File: src/rtl/asd_pkg.sv
// Shared types for the audio slave start detector.
// Assumes the 2-bit standard and role codes given in the brief.
package asd_pkg;
    localparam int STD_W  = 2;
    localparam int ROLE_W = 2;

    typedef enum logic [STD_W-1:0] {
        STD_PHILIPS = 2'b00,
        STD_MSB     = 2'b01,
        STD_LSB     = 2'b10,
        STD_PCM     = 2'b11
    } std_e;

    typedef struct packed {
        logic [ROLE_W-1:0] role;
        std_e              std;
        logic              level_policy;
    } cfg_t;
endpackage

File: src/rtl/asd_cfg_hold.sv
// Captures the configuration at the first enabled edge and holds it.
// Assumes active is the combined audio-mode and enable condition.
module asd_cfg_hold
    import asd_pkg::*;
(
    input  logic clk,
    input  logic rst_n,
    input  logic active,
    input  cfg_t cfg_in,
    output logic armed,
    output cfg_t cfg_q
);
    // Arm and capture on the first active edge; drop the arm when inactive.
    always_ff @(posedge clk) begin
        if (!rst_n) begin
            armed <= 1'b0;
            cfg_q <= '0;
        end else if (!active) begin
            armed <= 1'b0;
        end else if (!armed) begin
            armed <= 1'b1;
            cfg_q <= cfg_in;
        end
    end

    // the held configuration does not move while armed
    a_r10_cfg_held: assert property (@(posedge clk) disable iff (!rst_n)
        (armed && $past(armed)) |-> $stable(cfg_q));
endmodule

File: src/rtl/asd_ws_qual.sv
// Samples WS and reports when it meets the held start policy.
// Assumes a registered prior sample, cleared while inactive.
module asd_ws_qual
    import asd_pkg::*;
(
    input  logic clk,
    input  logic rst_n,
    input  logic active,
    input  logic armed,
    input  logic ws,
    input  std_e std,
    input  logic level_policy,
    output logic hit
);
    logic ws_prev;
    logic low_active;
    logic lvl_now;
    logic lvl_prev;

    // Keep the previous WS sample; cleared whenever the block is idle.
    always_ff @(posedge clk) begin
        if (!rst_n || !active) ws_prev <= 1'b0;
        else                   ws_prev <= ws;
    end

    // Map WS onto "qualifying" polarity and pick edge or level policy.
    always_comb begin
        low_active = (std == STD_PHILIPS);
        lvl_now    = ws ^ low_active;
        lvl_prev   = ws_prev ^ low_active;
        hit        = armed & (level_policy ? lvl_now : (lvl_now & ~lvl_prev));
    end
endmodule

File: src/rtl/asd_start_ctl.sv
// Issues the one-cycle start strobe and keeps the running flag.
// Assumes hit is only meaningful while armed.
module asd_start_ctl (
    input  logic clk,
    input  logic rst_n,
    input  logic active,
    input  logic slave,
    input  logic hit,
    output logic start_pulse,
    output logic running
);
    logic fire;

    // A start fires once, only in a slave role and only before running.
    always_comb fire = slave & hit & ~running;

    // Register the strobe and the sticky flag; idle clears both.
    always_ff @(posedge clk) begin
        if (!rst_n || !active) begin
            start_pulse <= 1'b0;
            running     <= 1'b0;
        end else begin
            start_pulse <= fire;
            if (fire) running <= 1'b1;
        end
    end

    // the strobe never lasts two cycles
    a_r8_single_pulse: assert property (@(posedge clk) disable iff (!rst_n)
        start_pulse |=> !start_pulse);
    // running rises only together with the strobe
    a_r8_rise_with_pulse: assert property (@(posedge clk) disable iff (!rst_n)
        $rose(running) |-> start_pulse);
    // running is sticky while active
    a_r8_sticky: assert property (@(posedge clk) disable iff (!rst_n)
        (running && active) |=> running);
    // going idle clears everything on the next edge
    a_r9_idle_clears: assert property (@(posedge clk) disable iff (!rst_n)
        !active |=> (!running && !start_pulse));
    // a strobe implies a slave role in the prior cycle
    a_r3_slave_only: assert property (@(posedge clk) disable iff (!rst_n)
        $rose(start_pulse) |-> $past(slave));
endmodule

File: src/rtl/audio_start_detect.sv
// Top of the audio slave start-of-transfer detector.
// Assumes everything runs on the incoming bit clock with a synchronous reset.
module audio_start_detect
    import asd_pkg::*;
(
    input  logic              clk,
    input  logic              rst_n,
    input  logic              audio_mode,
    input  logic              enable,
    input  logic [ROLE_W-1:0] role,
    input  logic [STD_W-1:0]  std_sel,
    input  logic              async_start,
    input  logic              ws,
    output logic              start_pulse,
    output logic              running
);
    logic active;
    logic armed;
    logic slave;
    logic hit;
    cfg_t cfg_in;
    cfg_t cfg_q;

    // Combine the gating inputs and pack the live configuration.
    always_comb begin
        active              = audio_mode & enable;
        cfg_in.role         = role;
        cfg_in.std          = std_e'(std_sel);
        cfg_in.level_policy = async_start;
        slave               = ~cfg_q.role[ROLE_W-1];
    end

    asd_cfg_hold u_cfg (
        .clk    (clk),
        .rst_n  (rst_n),
        .active (active),
        .cfg_in (cfg_in),
        .armed  (armed),
        .cfg_q  (cfg_q)
    );

    asd_ws_qual u_qual (
        .clk          (clk),
        .rst_n        (rst_n),
        .active       (active),
        .armed        (armed),
        .ws           (ws),
        .std          (cfg_q.std),
        .level_policy (cfg_q.level_policy),
        .hit          (hit)
    );

    asd_start_ctl u_ctl (
        .clk         (clk),
        .rst_n       (rst_n),
        .active      (active),
        .slave       (slave),
        .hit         (hit),
        .start_pulse (start_pulse),
        .running     (running)
    );

    // outside audio mode or when disabled, running falls the next edge
    a_r2_idle_gate: assert property (@(posedge clk) disable iff (!rst_n)
        !(audio_mode && enable) |=> !running);
    // reset leaves both outputs low
    a_r1_reset_low: assert property (@(posedge clk)
        !rst_n |=> (!running && !start_pulse));
endmodule

File: config.mk
export PLATFORM = sky130hd
export DESIGN_NAME = audio_start_detect
export DESIGN_NICKNAME = d
export VERILOG_FILES = /design/src/rtl/asd_pkg.sv /design/src/rtl/asd_cfg_hold.sv /design/src/rtl/asd_ws_qual.sv /design/src/rtl/asd_start_ctl.sv /design/src/rtl/audio_start_detect.sv
export SDC_FILE = /design/constraint.sdc
export NUM_CORES = 1
export LEC_CHECK = 0
export BUFFER_PORTS_ARGS = -buffer_cell sky130_fd_sc_hd__buf_2
export CAP_MARGIN = 40
export CORE_AREA = 8 8 45 47
export DETAILED_ROUTE_END_ITERATION = 12
export DIE_AREA = 0 0 53 55
export PLACE_DENSITY_LB_ADDON = 0.25
export SYNTH_ARGS = -nofsm -noshare
export SYNTH_HDL_FRONTEND = slang
export SYNTH_SLANG_ARGS = --single-unit
File: constraint.sdc
create_clock -name clk -period 0.96 [get_ports clk]
set_clock_uncertainty 0.15 [all_clocks]
set_input_delay 0.048 -clock clk [delete_from_list [all_inputs] [get_ports clk]]
set_output_delay 0.048 -clock clk [all_outputs]
set_load 0.05 [all_outputs]
# Word level (Yosys, flattened, before mapping)
# Index checks and enable logic that the tools add are counted.
# word_totals
output_inout_bits,2
memories,0
elab_cells,25
latchBits,0
ramBits,0
ff_bits,9
rom_bits,0
in_bits,10
# classes
n_eq_ne,0
n_mux,2
n_lt_le_gt_ge,0
bitwise,11
shifts,0
div_mod_pow,0
mul,0
reduce_logical,5
add_sub_neg,0
# op_table
operator,n
AND 1 bit,5
NOT 1 bit,4
zero test 1 bit,2
zero test 2 bit,1
two-way mux 1 bit,2
AND reduction 2 bit,1
XOR 1 bit,2
logical OR 1 bit,1

# Longest topological paths before layout
# Gate-level depths: netlist of run 1.
# depth
ltp_word,8
depth_mapped,3

# Cells and area by module
# A second synthesis of run 1 with hierarchy kept.
# unflattened
hier_cells,41
hier_area_um2,379.1
# modules_own_cells
module,instances,cells_per_inst,area_per_inst_um2
asd_cfg_hold,1,25,245.2
asd_start_ctl,1,7,66.3
asd_ws_qual,1,7,57.6
audio_start_detect,1,2,10.0

# Least setup slack after synthesis of run 1
# OpenSTA, ideal clock, no wires.
# synth_timing
path_type,register to register
from,reg u_ctl.running
to,reg u_ctl.running
t_arrival_ns,0.830
period_less_slack_ns,1.055
stages_incl_launch_ff,3
slack_ns,-0.095
path_buffers,0
required_ns,0.736
setup_ns,0.074
cell_sequence,dfxtp_1 -> inv_1 -> a31oi_1
# synth_via
elab_chain_cells,2
# synth_lines
item,line_no,source
"start, declared",asd_start_ctl.sv:10,output logic running
"start signal, assigned",asd_start_ctl.sv:21,running <= 1'b0;
"start signal, assigned",asd_start_ctl.sv:24,if (fire) running <= 1'b1;
NOT 1 bit,asd_start_ctl.sv:15,always_comb fire = slave & hit & ~running;
AND 1 bit,asd_start_ctl.sv:15,
# No other way between the ends.
# A chain may end at the register's enable or synchronous reset.

# Worst setup path after layout of run 1
# layout_timing
from,reg u_cfg.cfg_q[4] (netlist name)
to,reg u_ctl.start_pulse
# layout_via
elab_chain_cells,3
# layout_lines
item,line_no,source
NOT 1 bit,audio_start_detect.sv:30,slave = ~cfg_q.role[ROLE_W-1];
AND 1 bit (2 in series),asd_start_ctl.sv:15,
"end signal, assigned",asd_start_ctl.sv:23,start_pulse <= fire;
"end, declared",asd_start_ctl.sv:9,"output logic start_pulse,"
# No other way between the ends.

==> impl_metrics.csv, run 1 <==
group,metric,value,unit
sta,fmax,0.968,GHz
power,share_comb_of_total_power,11.8,%
route,drt_iter0_drc,1,
floorplanning,core_area,1380,um^2
final_layout,drive_gt1_share,53.2,%
synth,yosysSeqAreaShare,48.5,%
route,wl_met2,314,um
global_routing,grt_pass1_wl,1040,um
sta,rsz0062_at_grt,"true",
hold_path,min_to,"u_qual.ws_prev",
power,ir_drop,0.592,mV
synth,syn_area,330,um^2
critical_path,r2r_start,"u_cfg.cfg_q[4]",
sta,setup_viol,7,
synth,synth_area_per_cell,11.4,um^2
synth,synth_edf_count,0,
sta,fin_crit_sh,108,%
global_routing,grt_max_degree,6,
final_layout,diodes,0,
route,vias,280,
sta,fin_setup_tns,-0.192,ns
critical_path,crit_required,0.98,ns
critical_path,crit_type,"register to register",
route,drt.antenna.violating_nets,0,
route,wl_met3,68,um
route,met1Wirelength,288,um
sta,tightest_slew,0.161,ns
route,drc,0,
hold_path,hold_path.class,"input port to register",
final_layout,fin_area,497,um^2
route,top_layer_used,"met3",
route,detail_route.vias_per_cell,4.44,
synth,synth_top_area_cell,"dfxtp_1",
floorplanning,pin_count,12,
cts,postCtsSetupBuffers,0,
route,wl,671,um
critical_path,reg2reg_depth,3,
critical_path,r2r_setup_slack,-0.07,ns
synth,ys_types,15,
outcome,violations,"hold timing, setup timing",
cts,cts_tree,"yes",
critical_path,r2r-end,"u_ctl.start_pulse",
place,placedInstanceArea,410,um^2
floorplanning,die_w,53,um
sta,slew_viol_final,0,
floorplanning,start_util,23.9,%
sta,hold_violations,4,
power,seq_power_share,51.5,%
cts,htree_levels,1,
hold_path,hold_start,"ws",
run,cap_violations,0,
sta,whs,-0.104,ns
critical_path,crit_path_end_kind,"register",
synth,synth-async-reset-ratio,0,%
route,drt_pass1_iterations,3,
place,gp_congestion,0.692,
power,switchingPower,148,uW
critical_path,crit_path_start_kind,"register",
final_layout,nets,59,
global_routing,antenna_found_initial,0,
final_layout,syn_to_final_growth,50.4,%
sta,post-route-min-period,1.03,ns
power,powerDensity,1380,nW/um^2
power,p_sw_share,21.6,%
cts,clock_latency,0.25,ns
power,p_int,538,uW
cts,clockBufferDepth,2,
route,wl_per_cell,10.7,um
global_routing,grt_pass1_vias,268,
synth,synth_most_common_cell,"dfxtp_1",
synth,syn_inst,29,
synth,ys_ff_latch,8,
synth,yosysWarningCount,0,
sta,relSlewSlack,89.2,%
global_routing,grt_usage,4.87,%
power,clkPwrFrac,36.7,%
synth,synthTopCellsByCount,"8 x dfxtp_1, 4 x mux2i_1, 4 x nor2b_1, 2 x inv_1",
critical_path,worstPathMaxFanout,2,
floorplanning,die-area,2920,um^2
global_routing,overflow,0,
cts,clock-sinks,8,
outcome,status,"complete, but fails checks",
place,preCtsSetupSlack,-0.0819,ns
final_layout,fin_cells,63,
cts,cts_buffers,3,
synth,synthTopCellsByArea,"dfxtp_1 48%, mux2i_1 12%, nor2b_1 7.6%, a211oi_2 3.8%, o211ai_2 3.8%",
place,io_buffers,10,
power,p_leak,0.231,nW
place,dp.cells,55,
cts,clk_pin_slew,0.05,ns
cts,cts_root_buffer,"clkbuf_4",
hold_path,min_path_cells,2,
floorplanning,die_y,55,um
floorplanning,num_rows,14,
critical_path,crit_arrival,1.06,ns
place,hpwl,536,um
synth,synth.net_count,39,
synth,ys.flop_type,"dfxtp_1",
sta,setup_ws,-0.0730,ns
synth,synth_top_area_share,48.5,%
per-stage QoR:
step                total power [mW]  utilization, %  hold WS, ns
finish                         0.686            35.9       -0.104
global route                   0.723            35.9      -0.0910
CTS                            0.697            34.8       -0.111
detailed placement             0.424            29.7        0.154
global placement               0.422            29.7        0.152
floorplan                      0.395               -       0.0197
how the worst max path moves through the flow:
stage                         from                end  cells after the start
floorplan           u_cfg.cfg_q[4]  u_ctl.start_pulse                      3
global placement    u_cfg.cfg_q[2]  u_ctl.start_pulse                      3
detailed placement  u_cfg.cfg_q[2]  u_ctl.start_pulse                      3
CTS                 u_cfg.cfg_q[4]  u_ctl.start_pulse                      3
global route        u_cfg.cfg_q[4]  u_ctl.start_pulse                      3
finish              u_cfg.cfg_q[4]  u_ctl.start_pulse                      3
repair_timing:
action / 4_1_cts / 5_1_grt
hold endpoints to repair: 7 / 6
pin swaps: 2 / 0
gates resized for setup: 5 / 2
setup endpoints to repair: 8 / 8
hold buffers: 4 / 1
cells by family after synthesis:
family | synth area share, %
AO/OA/AOI/OAI | 12.1
buffers and inverters | 2.27
flip-flops | 48.5
multiplexers | 12.1
AND/OR/NAND/NOR | 25.0
cells in the final DEF, fill, tap and decap left out, types with 2 or more instances in the layout:
cell and count:
buf_2 8, clkbuf_4 3, dfxtp_1 3, dfxtp_2 5
dlygate4sd3_1 5, inv_1 2, mux2i_1 4, nor2b_1 4
layer usage:
| layer | vias to the layer above | track usage [%] |
|---|---|---|
| met1 | 131 | 5.03 |
| li1 | 139 | - |
| met2 | 10 | 7.62 |
| met4 | 0 | 0 |
| met3 | 0 | 4.55 |
| met5 | - | 0 |
power groups by stage:
| stage | clock network [mW] | registers [mW] | logic (mW) |
|---|---|---|---|
| after floorplan | 0 | 0.358 | 0.0373 |
| after global placement | 0 | 0.358 | 0.0641 |
| after detailed placement | 0 | 0.358 | 0.0653 |
| after CTS | 0.266 | 0.352 | 0.0783 |
| after global routing | 0.281 | 0.354 | 0.0876 |
| final | 0.252 | 0.353 | 0.0806 |
state kept, by name, summed over array words and instances, names as in the netlist:
register           flops
u_cfg.cfg_q            4
u_ctl.running          1
u_cfg.armed            1
u_ctl.start_pulse      1
u_qual.ws_prev         1
layout make-up:
class,count,area [um^2]
clock buffers,3,22.5
fillers,150,887
inverters,2,7.51
multi-input cells,19,171
flip-flops and latches,8,166
well taps,16,20.0
repair buffers,15,109
critical path: stages, from the launching register on:
cell      delay [ns]
dfxtp_2         0.31
and2b_2         0.22
nand3_2         0.07
a211oi_2        0.20
Note: power is estimated with default switching activity, not from simulation.
==> run 2: changes to the inputs <==
clock period = 0.94 ns   (was 0.96 ns; I/O delays follow)
==> run 2 against run 1 <==
The run still ends with hold timing, setup timing left. Hold slack lost 0.0054 ns. Cell count is the same. Sequential power grew 2%. Combinational power shrank 2%. Highest routed layer is now met4.
==> impl_metrics.csv, run 2 (synthesized netlist as in run 1, its figures left out) <==
group,metric,value,unit
outcome,status,"complete, but fails checks",
outcome,violations,"hold timing, setup timing",
floorplanning,die_y,55,um
cts,clk_pin_slew,0.06,ns
final_layout,largest_reg_flops,4,
cts,cts_buffers,3,
cts,htree_levels,1,
critical_path,r2r_setup_slack,-0.1,ns
cts,clock_latency,0.26,ns
hold_path,min_path_cells,2,
hold_path,min_to,"u_qual.ws_prev",
cts,clockBufferDepth,2,
final_layout,drive_gt1_share,53.2,%
floorplanning,pin_count,12,
critical_path,reg2reg_depth,3,
sta,fin_setup_tns,-0.312,ns
critical_path,crit_required,0.98,ns
critical_path,worstPathMaxFanout,2,
power,p_sw_share,23.8,%
floorplanning,core_area,1380,um^2
sta,slew_viol_final,0,
place,io_buffers,10,
global_routing,grt_usage,5.64,%
power,switchingPower,171,uW
final_layout,fin_area,500,um^2
sta,post-route-min-period,1.04,ns
place,placedInstanceArea,410,um^2
sta,fin_crit_sh,111,%
global_routing,grt_pass1_wl,1120,um
sta,whs,-0.110,ns
floorplanning,die_w,53,um
route,detail_route.vias_per_cell,4.21,
power,p_leak,0.233,nW
final_layout,syn_to_final_growth,51.5,%
sta,setup_viol,7,
route,vias,265,
route,drt.antenna.violating_nets,0,
final_layout,top_register,"u_cfg.cfg_q",
place,gp_congestion,0.726,
cts,clock-sinks,8,
route,drt_iter0_drc,0,
power,share_comb_of_total_power,11.0,%
global_routing,overflow,0,
power,ir_drop,0.684,mV
sta,fmax,0.962,GHz
final_layout,fin_util,36.2,%
final_layout,diodes,0,
sta,rsz0062_at_grt,"true",
global_routing,grt_pass1_vias,263,
power,clkPwrFrac,38.9,%
power,p_int,547,uW
floorplanning,die-area,2920,um^2
cts,cts_tree,"yes",
critical_path,r2r_start,"u_cfg.cfg_q[4]",
final_layout,layout_commonest_cell,"buf_2",
route,wl,674,um
power,seq_power_share,50.1,%
sta,hold_violations,8,
critical_path,crit_arrival,1.08,ns
run,cap_violations,0,
power,powerDensity,1440,nW/um^2
critical_path,crit_path_start_kind,"register",
global_routing,grt_max_degree,6,
hold_path,hold_start,"ws",
route,wl_per_cell,10.7,um
route,drc,0,
hold_path,hold_path.class,"input port to register",
critical_path,crit_path_end_kind,"register",
floorplanning,num_rows,14,
critical_path,r2r-end,"u_ctl.start_pulse",
cts,ctsHoldBuffers,4,
route,drt_pass1_iterations,1,
sta,relSlewSlack,88.9,%
floorplanning,start_util,23.9,%
critical_path,crit_type,"register to register",
cts,cts_root_buffer,"clkbuf_4",
final_layout,nets,59,
sta,tightest_slew,0.165,ns
global_routing,antenna_found_initial,0,
sta,setup_ws,-0.0991,ns
## run 2: worst max-delay path by stage
| stage | cells past startpoint | slack (ns) | to | start |
|---|---|---|---|---|
| floorplan | 3 | -0.05 | u_ctl.start_pulse | u_cfg.cfg_q[4] |
| global placement | 3 | -0.08 | u_ctl.start_pulse | u_cfg.cfg_q[4] |
| detailed placement | 3 | -0.09 | u_ctl.start_pulse | u_cfg.cfg_q[4] |
| CTS | 3 | -0.11 | u_ctl.start_pulse | u_cfg.cfg_q[4] |
| global route | 3 | -0.15 | u_ctl.start_pulse | u_cfg.cfg_q[4] |
| finish | 3 | -0.1 | u_ctl.start_pulse | u_cfg.cfg_q[4] |
## run 2: final cells by class
class                      instances  area (um^2)
inverter                           2         7.51
sequential                         8          165
timing repair buffer              15          114
fill                             140          883
clock buffer                       3         22.5
tap                               16         20.0
multi-input combinational         19          171
## run 2: power groups by stage
stage	Combinational, mW	Sequential, mW	Clock [mW]
finish	0.0792	0.360	0.279
floorplan	0.0381	0.365	0
global route	0.0861	0.361	0.300
detailed placement	0.0655	0.366	0
CTS	0.0789	0.359	0.282
global placement	0.0654	0.365	0
## run 2: worst max-delay path, stage by stage, from the launching register on
cell and delay (ns):
dfxtp_1 0.30, and2b_2 0.23, nand3_2 0.08, a211oi_2 0.20
## run 2: routing by layer
layer	global-route usage (%)	up-vias	share of wire (%)
met5	0	-	0
met4	5.17	0	3.6
met3	3.74	3	8.2
met2	7.23	10	44
met1	6.12	114	44
li1	-	138	-
## run 2: metrics by stage
stage / power [mW] / setup WS (ns) / cells
after CTS: 0.719 / -0.106 / 62
after global placement: 0.431 / -0.0813 / 55
after global routing: 0.747 / -0.148 / 63
after floorplan: 0.403 / -0.0481 / 29
after detailed placement: 0.432 / -0.0879 / 55
final: 0.718 / -0.0991 / 63
## run 2: repair_timing
item	4_1_cts	5_1_grt
endpoints found under the setup margin	8	8
endpoints found under the hold margin	7	6
pin swaps	1	3
resized for setup	4	4
buffers inserted	0	1
